$ cat config.mk
export PLATFORM = sky130hd
export DESIGN_NAME = ucnt_seq
export DESIGN_NICKNAME = d
export VERILOG_FILES = /design/src/rtl/ucnt_pkg.sv /design/src/rtl/ucnt_tick.sv /design/src/rtl/ucnt_bcd.sv /design/src/rtl/ucnt_ref.sv /design/src/rtl/ucnt_seq.sv
export SDC_FILE = /design/constraint.sdc
export NUM_CORES = 1
export LEC_CHECK = 0
export ABC_CLOCK_PERIOD_IN_PS = 2600
export BUFFER_PORTS_ARGS = -buffer_cell sky130_fd_sc_hd__buf_4
export CELL_PAD_IN_SITES_DETAIL_PLACEMENT = 1
export CELL_PAD_IN_SITES_GLOBAL_PLACEMENT = 1
export CORE_MARGIN = 3
export CORE_UTILIZATION = 42
export DETAILED_ROUTE_END_ITERATION = 10
export PLACE_DENSITY_LB_ADDON = 0.1
export SYNTH_ARGS = -nofsm -noshare
export SYNTH_HDL_FRONTEND = slang
export SYNTH_SLANG_ARGS = --single-unit
$ cat constraint.sdc
create_clock -name clk -period 2.6 [get_ports clk]
set_clock_uncertainty 0.2 [all_clocks]
set_input_delay 0.13 -clock clk [delete_from_list [all_inputs] [get_ports clk]]
set_output_delay 0.13 -clock clk [all_outputs]
set_load 0.02 [all_outputs]
$ cat src/rtl/ucnt_pkg.sv
`timescale 1ns/1ps
package ucnt_pkg;

  typedef enum logic [2:0] {
    FN_FREQ   = 3'd0,
    FN_PERIOD = 3'd1,
    FN_RATIO  = 3'd2,
    FN_TINT   = 3'd3,
    FN_UNIT   = 3'd4,
    FN_OSC    = 3'd5
  } fn_e;

  typedef enum logic [2:0] {
    ST_START,
    ST_PRIME_A,
    ST_PRIME_B,
    ST_ARM,
    ST_GATE,
    ST_LATCH,
    ST_GAP
  } st_e;

  localparam int REF_W = 10;

  // last reference count index for a range code (window length minus one)
  function automatic logic [REF_W-1:0] ref_last(input logic [1:0] r);
    case (r)
      2'd0:    ref_last = REF_W'(0);
      2'd1:    ref_last = REF_W'(9);
      2'd2:    ref_last = REF_W'(99);
      default: ref_last = REF_W'(999);
    endcase
  endfunction

endpackage

$ cat src/rtl/ucnt_tick.sv
`timescale 1ns/1ps
module ucnt_tick #(
  parameter int DIV_HI = 100000,
  parameter int DIV_LO = 10000
) (
  input  logic clk,
  input  logic rst_n,
  input  logic sel_lo,
  output logic tick
);
  localparam int W = $clog2(DIV_HI + 1);

  logic [W-1:0] cnt_q, cnt_d, lim;

  always_comb begin
    lim   = sel_lo ? W'(DIV_LO - 1) : W'(DIV_HI - 1);
    tick  = (cnt_q >= lim);
    cnt_d = tick ? '0 : cnt_q + 1'b1;
  end

  always_ff @(posedge clk or negedge rst_n) begin
    if (!rst_n) cnt_q <= '0;
    else        cnt_q <= cnt_d;
  end
endmodule

$ cat src/rtl/ucnt_bcd.sv
`timescale 1ns/1ps
module ucnt_bcd #(
  parameter int DIGITS = 8
) (
  input  logic                clk,
  input  logic                rst_n,
  input  logic                clr,
  input  logic                inc,
  output logic [DIGITS*4-1:0] q,
  output logic                wrap
);
  logic [DIGITS:0] cy;
  assign cy[0] = inc;

  for (genvar g = 0; g < DIGITS; g++) begin : g_dig
    logic [3:0] d_q, d_d;
    logic       nine;
    always_comb begin
      nine = (d_q == 4'd9);
      if (clr)        d_d = 4'd0;
      else if (cy[g]) d_d = nine ? 4'd0 : d_q + 4'd1;
      else            d_d = d_q;
    end
    assign cy[g+1]      = cy[g] & nine;
    assign q[g*4 +: 4]  = d_q;
    always_ff @(posedge clk or negedge rst_n) begin
      if (!rst_n) d_q <= 4'd0;
      else        d_q <= d_d;
    end
  end

  assign wrap = cy[DIGITS];
endmodule

$ cat src/rtl/ucnt_ref.sv
`timescale 1ns/1ps
module ucnt_ref
  import ucnt_pkg::*;
(
  input  logic       clk,
  input  logic       rst_n,
  input  logic       clr,
  input  logic       ev,
  input  logic [1:0] rng,
  output logic       last
);
  logic [REF_W-1:0] cnt_q, cnt_d;

  always_comb begin
    last = ev && (cnt_q == ref_last(rng));
    if (clr)              cnt_d = '0;
    else if (ev && !last) cnt_d = cnt_q + 1'b1;
    else                  cnt_d = cnt_q;
  end

  always_ff @(posedge clk or negedge rst_n) begin
    if (!rst_n) cnt_q <= '0;
    else        cnt_q <= cnt_d;
  end
endmodule

$ cat src/rtl/ucnt_seq.sv
`timescale 1ns/1ps
module ucnt_seq
  import ucnt_pkg::*;
#(
  parameter int DIGITS      = 8,
  parameter int TICK_DIV_HI = 100000,
  parameter int TICK_DIV_LO = 10000,
  parameter int GAP_TICKS   = 20
) (
  input  logic                clk,
  input  logic                rst_n,
  input  logic                clr,
  input  logic                hold,
  input  logic                sel_1m,
  input  logic [2:0]          func,
  input  logic [1:0]          rng,
  input  logic                a_in,
  input  logic                b_in,
  output logic [DIGITS*4-1:0] digits_o,
  output logic                ovf_o,
  output logic                busy_n
);
  localparam int GW = $clog2(GAP_TICKS + 1);

  fn_e  fn;
  st_e  st_q, st_d;
  logic a_q, b_q, a_fall, b_fall;
  logic [2:0] func_q;
  logic [1:0] rng_q;
  logic unit, changed, abort, tick;
  logic main_ev, ref_src, ref_ev, ref_clr, ref_done, open_ev;
  logic main_inc, main_clr, wrap;
  logic [DIGITS*4-1:0] cnt;
  logic ovf_run_q, ovf_run_d;
  logic [GW-1:0] gap_q, gap_d;
  logic gap_done;
  logic latch_ld;
  logic [DIGITS*4-1:0] dig_q, dig_d;
  logic ovf_q, ovf_d;

  assign fn = fn_e'(func);

  // input edge and configuration history
  always_ff @(posedge clk or negedge rst_n) begin
    if (!rst_n) begin
      a_q    <= 1'b0;
      b_q    <= 1'b0;
      func_q <= 3'd0;
      rng_q  <= 2'd0;
    end else begin
      a_q    <= a_in;
      b_q    <= b_in;
      func_q <= func;
      rng_q  <= rng;
    end
  end

  always_comb begin
    a_fall  = a_q & ~a_in;
    b_fall  = b_q & ~b_in;
    unit    = (fn == FN_UNIT);
    changed = (func != func_q) || (!unit && (rng != rng_q));
    abort   = clr | changed | (hold & ~unit);
  end

  ucnt_tick #(.DIV_HI(TICK_DIV_HI), .DIV_LO(TICK_DIV_LO)) u_tick (
    .clk(clk), .rst_n(rst_n), .sel_lo(sel_1m), .tick(tick)
  );

  // source routing per function
  always_comb begin
    case (fn)
      FN_FREQ:   begin main_ev = a_fall; ref_src = tick;   end
      FN_PERIOD: begin main_ev = 1'b1;   ref_src = a_fall; end
      FN_RATIO:  begin main_ev = a_fall; ref_src = b_fall; end
      FN_TINT:   begin main_ev = 1'b1;   ref_src = b_fall; end
      FN_UNIT:   begin main_ev = a_fall; ref_src = 1'b0;   end
      FN_OSC:    begin main_ev = 1'b1;   ref_src = tick;   end
      default:   begin main_ev = a_fall; ref_src = tick;   end
    endcase
    open_ev  = (fn == FN_TINT) ? a_fall : ref_src;
    ref_ev   = (st_q == ST_GATE) & ref_src;
    ref_clr  = (st_q == ST_START) | abort;
    main_inc = unit ? a_fall : ((st_q == ST_GATE) & main_ev);
    main_clr = clr | changed |
               (~unit & (hold | (st_q == ST_START) | (st_q == ST_LATCH) | (st_q == ST_GAP)));
  end

  ucnt_ref u_ref (
    .clk(clk), .rst_n(rst_n), .clr(ref_clr), .ev(ref_ev), .rng(rng), .last(ref_done)
  );

  ucnt_bcd #(.DIGITS(DIGITS)) u_main (
    .clk(clk), .rst_n(rst_n), .clr(main_clr), .inc(main_inc), .q(cnt), .wrap(wrap)
  );

  // sequencing
  always_comb begin
    gap_done = tick && (gap_q == GW'(GAP_TICKS - 1));
    gap_d    = (st_q == ST_GAP) ? (tick ? gap_q + 1'b1 : gap_q) : '0;
    st_d     = st_q;
    if (unit || abort) begin
      st_d = ST_START;
    end else begin
      case (st_q)
        ST_START:   st_d = (fn == FN_TINT) ? ST_PRIME_A : ST_ARM;
        ST_PRIME_A: if (a_fall)  st_d = ST_PRIME_B;
        ST_PRIME_B: if (b_fall)  st_d = ST_ARM;
        ST_ARM:     if (open_ev) st_d = ST_GATE;
        ST_GATE: begin
          if (ref_done)                  st_d = ST_LATCH;
          else if (ref_ev && fn == FN_TINT) st_d = ST_ARM;
        end
        ST_LATCH:   st_d = ST_GAP;
        ST_GAP:     if (gap_done) st_d = ST_START;
        default:    st_d = ST_START;
      endcase
    end
  end

  always_ff @(posedge clk or negedge rst_n) begin
    if (!rst_n) begin
      st_q  <= ST_START;
      gap_q <= '0;
    end else begin
      st_q  <= st_d;
      gap_q <= gap_d;
    end
  end

  // sticky overflow and output latches
  always_comb begin
    if (main_clr)             ovf_run_d = 1'b0;
    else if (main_inc & wrap) ovf_run_d = 1'b1;
    else                      ovf_run_d = ovf_run_q;
    latch_ld = ((st_q == ST_LATCH) & ~abort) | (unit & ~hold & ~clr);
    if (clr) begin
      dig_d = '0;
      ovf_d = 1'b0;
    end else if (latch_ld) begin
      dig_d = cnt;
      ovf_d = ovf_run_q;
    end else begin
      dig_d = dig_q;
      ovf_d = ovf_q;
    end
  end

  always_ff @(posedge clk or negedge rst_n) begin
    if (!rst_n) begin
      ovf_run_q <= 1'b0;
      dig_q     <= '0;
      ovf_q     <= 1'b0;
    end else begin
      ovf_run_q <= ovf_run_d;
      dig_q     <= dig_d;
      ovf_q     <= ovf_d;
    end
  end

  assign digits_o = dig_q;
  assign ovf_o    = ovf_q;
  assign busy_n   = ~unit & ((st_q == ST_START) | (st_q == ST_LATCH) | (st_q == ST_GAP));
endmodule

==> results of run 1 <==
## layer usage
| layer | share of wire (%) | wire length, um | vias up |
|---|---|---|---|
| met5 | 0 | 0 | - |
| met1 | 45 | 6400 | 2361 |
| li1 | - | - | 2254 |
| met2 | 51 | 7110 | 49 |
| met3 | 2.3 | 327 | 16 |
| met4 | 1.6 | 225 | 0 |
## metrics by stage
stage | setup TNS [ps] | utilization (%)
6_report | -11.4 | 53.6
5_1_grt | -256 | 53.6
4_1_cts | 0 | 52.4
3_5_place_dp | 0 | 49.4
3_3_place_gp | 0 | 49.4
2_1_floorplan | -19.4 | -
## state kept, by name (all words and copies together), names as in the netlist
signal and count:
b_q 1, u_ref.cnt_q 10, u_main.g_dig.d_q 32, gap_q 5
st_q 3, digits_o 32, a_q 1, rng_q 2
ovf_run_q 1, func_q 3, u_tick.cnt_q 17, ovf_o 1
## power breakdown
part / switching (mW) / total (mW) / internal (mW)
Sequential: 0.00317 / 1.69 / 1.68
Clock: 0.635 / 1.39 / 0.756
Combinational: 0.110 / 0.172 / 0.0613
Total: 0.748 / 3.25 / 2.50
## final timing paths
check	start	to	slack, ps	cells after the start
worst max-delay path	u_ref.cnt_q[0]	st_q[1]	-10	7
max in group asynchronous	rst_n	digits_o[23]	1420	3
min in group asynchronous	rst_n	u_tick.cnt_q[7]	100	2
worst max register to register	u_ref.cnt_q[0]	st_q[1]	-10	7
worst min-delay path	clr	digits_o[25]	60	2
worst min register to register	digits_o[31]	digits_o[31]	290	2
## logic make-up (layout without fill, tap and decap cells)
logic type      Yosys count  count (layout)  synth area share, %
simple gates            279             279                 24.8
compound gates          109             109                 11.4
flops                   108             108                 47.5
buf+inv                  42             123                 2.84
xor+xnor                 40              40                 6.16
fa+ha+maj                25              25                 5.50
mux                      10              10                 1.78
## what timing repair did
| item | 4_1_cts | 5_1_grt |
|---|---|---|
| gates resized for setup | 1 | 24 |
| pin swaps | 0 | 10 |
| setup endpoints to repair | 1 | 21 |
| endpoints found under the hold margin | 44 | 0 |
| buffers inserted | 0 | 8 |
| hold buffers | 8 | 0 |
## cell type report
class	instances	area [um2]
inverter	17	63.8
timing repair buffer	90	728
multi-input combinational	463	2920
sequential	108	2700
clock inverter	6	72.6
tap	172	215
fill	1507	6000
clock buffer	10	229
## Yosys cell counts (all sizes together) (2+ instances only)
cell type  instances
or3               11
a21o               3
and4               3
inv               17
a211oi             3
a31oi              5
buf                3
nand2b            32
and3               5
nand2             77
nor2b              5
a21oi             33
nand3b             2
dfrtp            108
nand3             13
nor2              73
clkbuf            22
nor4               5
o31ai              8
o22ai              3
xor2              30
nor3              17
or2                5
nand4             13
and3b              2
nor3b              3
nor4bb             3
o31a               2
xnor2             10
o21ai             41
mux2i              9
and2               6
ha                25
==> results.py, run 1 <==
metrics = {
    "cells_and_area": {
        "fin_nets": 726,
        "final_area_um2": 6930,
        "mostFrequentLayoutCells": "dfrtp_1 (107), buf_4 (78), nand2_1 (76)",
        "final_common_cell": "dfrtp_1",
        "layout-drive-gt1-share_pct": 17.3,
        "syn_to_final_growth_pct": 21.9,
        "finalNonFillerCells": 866,
        "antenna-diode-count": 0,
    },
    "timing": {
        "timing.final.ws_setup_ps": -11.4,
        "fmax_mhz": 383,
        "holdWs_ps": 61.0,
        "finalHoldViolations": 0,
        "tightest_slew_ps": 556,
        "finalCriticalPeriod_ps": 2610,
        "slew_violations": 0,
        "rsz0062_at_grt": "yes",
        "finalSetupViolations": 1,
        "fin_crit_sh_pct": 100,
        "slew_headroom_pct": 62.9,
    },
    "outcome": {
        "status": "finished, violations left",
        "violations": "negative setup slack",
    },
    "clock_network": {
        "clock_latency_ps": 360,
        "cts_made_buffers": 9,
        "cts_tree": "done",
        "clock-sinks": 108,
        "cts-root-buf": "clkbuf_16",
        "clkTransAtPathRegs_ps": 70,
        "htreeDepth": 3,
        "clockBufferDepth": 2,
    },
    "grt": {
        "use_met1_pct": 25.1,
        "grt_pass1_vias": 4984,
        "grt_util_all_layers_pct": 19.8,
        "grt_pass1_wl_um": 23900,
        "grt_overflow": 0,
        "antenna_found_initial": 0,
        "grt_max_degree": 67,
        "busiest_layer": "met2",
        "use_met2_pct": 34.4,
        "use_met3_pct": 4.24,
    },
    "setup_path": {
        "path_cells": "nand4_1, a221o_1, a2111o_1, a22o_1, nor3b_4, mux2_4, and3_4",
        "slowest_stage": "dfrtp_1",
        "crit_fanout": 4,
        "worstSetupStartpointType": "flip-flop",
        "worst-path-buf-inv": 0,
        "cp.required_ps": 2640,
        "slowest_delay_ps": 410,
        "crit_type": "flip-flop to flip-flop",
        "critPathArrivalTime_ps": 2660,
        "endpoint_kind": "flip-flop",
        "crit_family": "compound AO/OA/AOI/OAI gates",
    },
    "synthesis": {
        "synth-seq-cells": 108,
        "synthTopCellsByArea": "dfrtp_1 (48%), ha_1 (5.5%), nand2_1 (5.1%)",
        "ys_seq_area_share_pct": 47.5,
        "ys_warn_count": 0,
        "synth-edff-count": 0,
        "syn_avg_cell_area_um2": 9.28,
        "synth.distinct_cells": 54,
        "async_reset_ff_share_pct": 100,
        "yosys.area.top_type": "dfrtp_1",
        "syn_nets": 650,
        "synthCells": 613,
        "synthFlopType": "dfrtp_1",
        "synth_top_area_share_pct": 47.5,
        "netlist_area_um2": 5690,
    },
    "power_and_ir_drop": {
        "p_leak_nw": 3.03,
        "ir_drop_mv": 0.481,
        "power.total_mw": 3.25,
        "p_per_area_nw_per_um2": 469,
    },
    "hold_path": {
        "hold_path.class": "primary input to flip-flop",
    },
    "die": {
        "die-height_um": 122,
        "rows": 41,
        "die_area_um2": 15000,
        "fp.dieW_um": 122,
        "coreArea_um2": 12900,
        "ios": 46,
        "initial_utilization_pct": 44.0,
    },
    "route": {
        "ant_nets": 0,
        "dr_total_vias": 4680,
        "drt-initial-drc-count": 286,
        "drcViolationCount": 0,
        "drt_wl_total_um": 14100,
        "wire_per_inst_um": 16.2,
        "firstDrtPassIters": 4,
        "routed_via_density": 5.40,
    },
    "placed_design": {
        "portBuffers": 45,
        "place.gp.congestion": 0.877,
        "detailedPlace.worstSlack_ps": 21.0,
        "placed_area_um2": 6390,
        "dp_hpwl_um": 9730,
        "dp.cells": 834,
    },
    "run": {
        "drv_cap": 0,
    },
}
No activity file was read; power rests on OpenSTA's default activity.
==> inputs of run 2 (changes only) <==
--- a/config.mk
+++ b/config.mk
@@ -6,12 +6,12 @@
 export NUM_CORES = 1
 export LEC_CHECK = 0
 export ABC_CLOCK_PERIOD_IN_PS = 2600
-export BUFFER_PORTS_ARGS = -buffer_cell sky130_fd_sc_hd__buf_4
 export CELL_PAD_IN_SITES_DETAIL_PLACEMENT = 1
 export CELL_PAD_IN_SITES_GLOBAL_PLACEMENT = 1
 export CORE_MARGIN = 3
-export CORE_UTILIZATION = 42
+export CORE_UTILIZATION = 45
 export DETAILED_ROUTE_END_ITERATION = 10
+export DONT_BUFFER_PORTS = 1
 export PLACE_DENSITY_LB_ADDON = 0.1
 export SYNTH_ARGS = -nofsm -noshare
 export SYNTH_HDL_FRONTEND = slang
==> run 2 against run 1 <==
Effect of this change: core utilization increased by 0.18 points; sequential share of layout area rose by 2.3 points; critical path depth did not move; hold slack worse by 800 ps; die area decreased by 6.3%; the run ends with negative hold slack left; combinational power fell by 36%; final cell count shrank 6.0%; register-to-register slack improved by 50 ps; critical path type unchanged; count of clock-buffer cells in the layout increased by 1; setup slack gained 53 ps.
==> results.py, run 2 (synthesis gave the netlist of run 1 again) <==
metrics = {
    "setup_path": {
        "cp.required_ps": 2650,
        "critPathArrivalTime_ps": 2610,
        "crit_fanout": 3,
        "worstSetupStartpointType": "flip-flop",
        "crit_type": "flip-flop to flip-flop",
        "endpoint_kind": "flip-flop",
    },
    "die": {
        "ios": 46,
        "initial_utilization_pct": 46.8,
        "die_area_um2": 14000,
        "coreArea_um2": 12200,
        "rows": 40,
        "die-height_um": 118,
        "fp.dieW_um": 118,
    },
    "outcome": {
        "violations": "negative hold slack",
        "status": "finished, violations left",
    },
    "timing": {
        "fin_crit_sh_pct": 98.4,
        "tightest_slew_ps": 624,
        "slew_headroom_pct": 58.4,
        "rsz0062_at_grt": "yes",
        "slew_violations": 0,
        "holdWs_ps": -737,
        "finalHoldViolations": 108,
        "timing.final.ws_setup_ps": 41.4,
        "finalCriticalPeriod_ps": 2560,
        "fmax_mhz": 391,
        "finalSetupViolations": 0,
    },
    "hold_path": {
        "hold_path.class": "primary input to asynchronous set/reset pin",
    },
    "grt": {
        "grt_overflow": 0,
        "grt_util_all_layers_pct": 20.3,
        "grt_max_degree": 109,
        "grt_pass1_vias": 4755,
        "antenna_found_initial": 0,
        "grt_pass1_wl_um": 23300,
    },
    "power_and_ir_drop": {
        "seqPwrFrac_pct": 53.7,
        "power.share.clock_pct": 42.8,
        "p_sw_uw": 676,
        "p_per_area_nw_per_um2": 480,
        "comb_power_share_pct": 3.5,
        "power.internal_mw": 2.47,
        "switching_share_pct": 21.5,
        "ir_drop_mv": 0.433,
        "p_leak_nw": 2.77,
    },
    "clock_network": {
        "holdBufCountCts": 9,
        "cts_made_buffers": 9,
        "clkTransAtPathRegs_ps": 70,
        "clock-sinks": 108,
        "htreeDepth": 3,
        "clock_latency_ps": 350,
        "cts_tree": "done",
        "cts-root-buf": "clkbuf_16",
        "clockBufferDepth": 2,
    },
    "cells_and_area": {
        "nFillCells": 1366,
        "antenna-diode-count": 0,
        "finalNonFillerCells": 814,
        "final_common_cell": "dfrtp_1",
        "finalCoreUtilization_pct": 53.8,
        "fin_nets": 680,
        "mostFrequentLayoutCells": "dfrtp_1 (107), nand2_1 (75), nor2_1 (73)",
        "syn_to_final_growth_pct": 15.0,
        "layout-drive-gt1-share_pct": 11.5,
    },
    "route": {
        "routed_via_density": 5.53,
        "drcViolationCount": 0,
        "drt_wl_total_um": 13900,
        "drt-initial-drc-count": 190,
        "firstDrtPassIters": 4,
        "dr_total_vias": 4502,
        "wire_per_inst_um": 17.1,
        "ant_nets": 0,
    },
    "placed_design": {
        "portBuffers": 0,
        "detailedPlace.worstSlack_ps": -8.59,
        "dp.cells": 784,
        "dp_hpwl_um": 9180,
        "place.gp.congestion": 0.845,
    },
    "run": {
        "drv_cap": 0,
    },
}
## run 2: cell count changes in the layout (fill, tap and decap cells not counted), moves of 2 or more
cell | before | now
buf_4 | 78 | 33
ha_1 | 22 | 24
clkinv_2 | 0 | 2
clkinv_4 | 3 | 0
## run 2: critical path, stage by stage (launching register included)
cell and delay (ps):
dfrtp_1 420, nand4_1 150, a221o_1 340, a2111o_1 400
a22o_1 250, nor3b_4 230, mux2_1 330, and3_1 140
## run 2: final timing paths
kind	from	end	slack, ps	depth (start not counted)
worst max-delay path	u_ref.cnt_q[5]	st_q[1]	40	7
worst min-delay path	rst_n	u_tick.cnt_q[4]	-740	0
worst max register to register	u_ref.cnt_q[5]	st_q[1]	40	7
worst min register to register	ovf_run_q	ovf_run_q	320	2
max in group asynchronous	rst_n	u_main.g_dig[7].d_q[1]	2750	0
min in group clk	hold	st_q[0]	40	3
## run 2: repair_timing
item	CTS	global route
hold endpoints to repair	151	108
buffers inserted	0	7
pin swaps	4	11
cloned	0	0
endpoints found under the setup margin	2	16
resized for setup	2	22
## run 2: power groups by stage
stage | clock (mW) | combinational (mW) | sequential (mW)
floorplan | 0 | 0.0750 | 1.72
global placement | 0 | 0.0808 | 1.72
detailed placement | 0 | 0.0839 | 1.72
CTS | 1.39 | 0.108 | 1.69
global route | 1.47 | 0.119 | 1.69
finish | 1.34 | 0.110 | 1.69
## run 2: area by class of cell
| type | instances | area (um2) | area share (%) |
|---|---|---|---|
| Clock buffer | 11 | 233 | 3.56 |
| Clock inverter | 3 | 40.0 | 0.612 |
| Inverter | 17 | 63.8 | 0.976 |
| Multi-Input combinational cell | 463 | 2920 | 44.6 |
| Sequential cell | 108 | 2700 | 41.3 |
| Tap cell | 168 | 210 | 3.21 |
| Timing Repair Buffer | 44 | 370 | 5.66 |
## run 2: metal layers
metal / global-route usage, % / routed length (um) / vias to the layer above
li1: - / - / 2165
met1: 25.6 / 6290 / 2280
met2: 34.8 / 7030 / 48
met3: 5.55 / 482 / 9
met4: 4.71 / 110 / 0
met5: 0 / 0 / -
## run 2: stage by stage
| step | total power, mW | setup TNS, ps | instance area, um2 | hold WS (ps) |
|---|---|---|---|---|
| floorplan | 1.80 | -19.4 | 5690 | -366 |
| global placement | 1.80 | 0 | 6010 | -362 |
| detailed placement | 1.80 | -8.59 | 6010 | -362 |
| CTS | 3.19 | 0 | 6390 | -747 |
| global route | 3.28 | -75.7 | 6540 | -761 |
| finish | 3.14 | 0 | 6540 | -737 |
==> inputs of run 3 (changes only) <==
--- a/config.mk
+++ b/config.mk
@@ -12,7 +12,7 @@
 export CORE_UTILIZATION = 45
 export DETAILED_ROUTE_END_ITERATION = 10
 export DONT_BUFFER_PORTS = 1
-export PLACE_DENSITY_LB_ADDON = 0.1
+export PLACE_DENSITY = 0.83
 export SYNTH_ARGS = -nofsm -noshare
 export SYNTH_HDL_FRONTEND = slang
 export SYNTH_SLANG_ARGS = --single-unit
==> run 3 against run 2 <==
Effect of this change: the flow still finishes with violations (negative hold slack); first-iteration DRC count increased by 57%; cell area increased by 0.48%; clock power increased by 13%; routed wire length increased by 3.5%; via count increased by 0.60%; sequential share of layout area decreased by 0.18 points; critical path depth increased by 1; sequential power about the same; final cell count decreased by 0.12%; setup slack got worse by 25 ps.
==> results.py, run 3 (synthesis gave the netlist of run 1 again) <==
metrics = {
    "outcome": {
        "status": "finished, violations left",
        "violations": "negative hold slack",
    },
    "timing": {
        "finalSetupViolations": 0,
        "fmax_mhz": 387,
        "finalCriticalPeriod_ps": 2580,
        "fin_crit_sh_pct": 99.4,
        "rsz0062_at_grt": "yes",
        "tightest_slew_ps": 1130,
        "timing.final.ws_setup_ps": 16.8,
        "slew_violations": 0,
        "holdWs_ps": -739,
        "finalHoldViolations": 108,
        "slew_headroom_pct": 24.5,
    },
    "route": {
        "ant_nets": 0,
        "drcViolationCount": 0,
        "drt_wl_total_um": 14400,
        "wire_per_inst_um": 17.7,
        "firstDrtPassIters": 4,
        "routed_via_density": 5.57,
        "drt-initial-drc-count": 298,
        "dr_total_vias": 4529,
    },
    "grt": {
        "grt_pass1_vias": 4907,
        "antenna_found_initial": 0,
        "grt_overflow": 0,
        "grt_util_all_layers_pct": 21.4,
        "use_met3_pct": 4.16,
        "grt_pass1_wl_um": 24400,
        "busiest_layer": "met2",
        "use_met2_pct": 37.8,
        "use_met1_pct": 25.7,
        "grt_max_degree": 109,
    },
    "die": {
        "die_area_um2": 14000,
        "ios": 46,
        "fp.dieW_um": 118,
        "die-height_um": 118,
        "coreArea_um2": 12200,
        "rows": 40,
        "initial_utilization_pct": 46.8,
    },
    "cells_and_area": {
        "nFillCells": 1394,
        "fin_nets": 677,
        "syn_to_final_growth_pct": 15.6,
        "multiInputGateArea_um2": 2920,
        "antenna-diode-count": 0,
        "final_common_cell": "dfrtp_1",
        "mostFrequentLayoutCells": "dfrtp_1 (106), nand2_1 (75), nor2_1 (72)",
        "layout-drive-gt1-share_pct": 12.6,
        "finalNonFillerCells": 813,
        "regArea_um2": 2710,
    },
    "power_and_ir_drop": {
        "p_per_area_nw_per_um2": 503,
        "comb_power_share_pct": 3.3,
        "power.share.clock_pct": 45.7,
        "ir_drop_mv": 0.320,
        "switching_share_pct": 21.9,
        "p_leak_nw": 2.80,
        "p_sw_uw": 724,
        "power.internal_mw": 2.58,
        "seqPwrFrac_pct": 51.1,
    },
    "clock_network": {
        "htreeDepth": 3,
        "clockBufferDepth": 2,
        "clkTransAtPathRegs_ps": 70,
        "clock_latency_ps": 360,
        "cts_made_buffers": 9,
        "cts_tree": "done",
        "holdBufCountCts": 8,
        "cts-root-buf": "clkbuf_16",
        "clock-sinks": 108,
    },
    "setup_path": {
        "cp.required_ps": 2650,
        "reg2reg_depth": 8,
        "critPathArrivalTime_ps": 2630,
        "crit_fanout": 4,
        "endpoint_kind": "flip-flop",
        "worstSetupStartpointType": "flip-flop",
        "crit_type": "flip-flop to flip-flop",
    },
    "placed_design": {
        "place.gp.congestion": 0.851,
        "dp.cells": 776,
        "detailedPlace.worstSlack_ps": -47.3,
        "dp_hpwl_um": 9470,
        "portBuffers": 0,
    },
    "run": {
        "drv_cap": 0,
    },
    "hold_path": {
        "hold_path.class": "primary input to asynchronous set/reset pin",
    },
}
## run 3: repair_timing
| item | CTS | global route |
|---|---|---|
| endpoints found under the setup margin | 4 | 73 |
| buffers inserted | 9 | 4 |
| gates resized for setup | 2 | 27 |
| pin swaps | 9 | 9 |
| endpoints found under the hold margin | 151 | 108 |
## run 3: worst paths after layout
path / endpoint / slack [ps] / start
max in group asynchronous: u_ref.cnt_q[7] / 2790 / rst_n
min in group clk: st_q[0] / 10 / hold
max: st_q[1] / 20 / u_tick.cnt_q[7]
min reg2reg: ovf_run_q / 310 / ovf_run_q
min: u_tick.cnt_q[7] / -740 / rst_n
max reg2reg: st_q[1] / 20 / u_tick.cnt_q[7]
## run 3: stage by stage
step / instance area (um2) / util [%] / total power, mW / TNS (ps)
finish: 6570 / 54.0 / 3.30 / 0
global route: 6570 / 54.0 / 3.43 / -214
CTS: 6440 / 53.0 / 3.34 / 0
detailed placement: 5960 / 49.0 / 1.80 / -47.3
global placement: 5960 / 49.0 / 1.80 / 0
floorplan: 5690 / - / 1.80 / -19.4
## run 3: critical path: stages, from the launching register on
cell and delay, ps:
dfrtp_1 430, ha_1 320, and3_1 160, a31oi_1 140, a211o_1 390, nand3_1 120
nor3b_4 260, mux2_4 320, and3_1 140
## run 3: cell type report
class | instances | share of cell area (%)
sequential | 108 | 41.2
multi-input combinational | 463 | 44.5
inverter | 17 | 0.971
tap | 168 | 3.20
clock inverter | 7 | 1.52
timing repair buffer | 41 | 5.27
clock buffer | 9 | 3.43
## run 3: power by group through the flow
stage | combinational [mW] | sequential (mW) | clock, mW
final | 0.109 | 1.69 | 1.51
after global placement | 0.0810 | 1.72 | 0
after global routing | 0.120 | 1.69 | 1.62
after floorplan | 0.0750 | 1.72 | 0
after CTS | 0.105 | 1.69 | 1.54
after detailed placement | 0.0841 | 1.72 | 0
## run 3: per-layer routing
layer	wire length (um)	share of wire [%]
met1	6040	42
met2	7580	53
met4	273	1.9
met3	507	3.5
met5	0	0
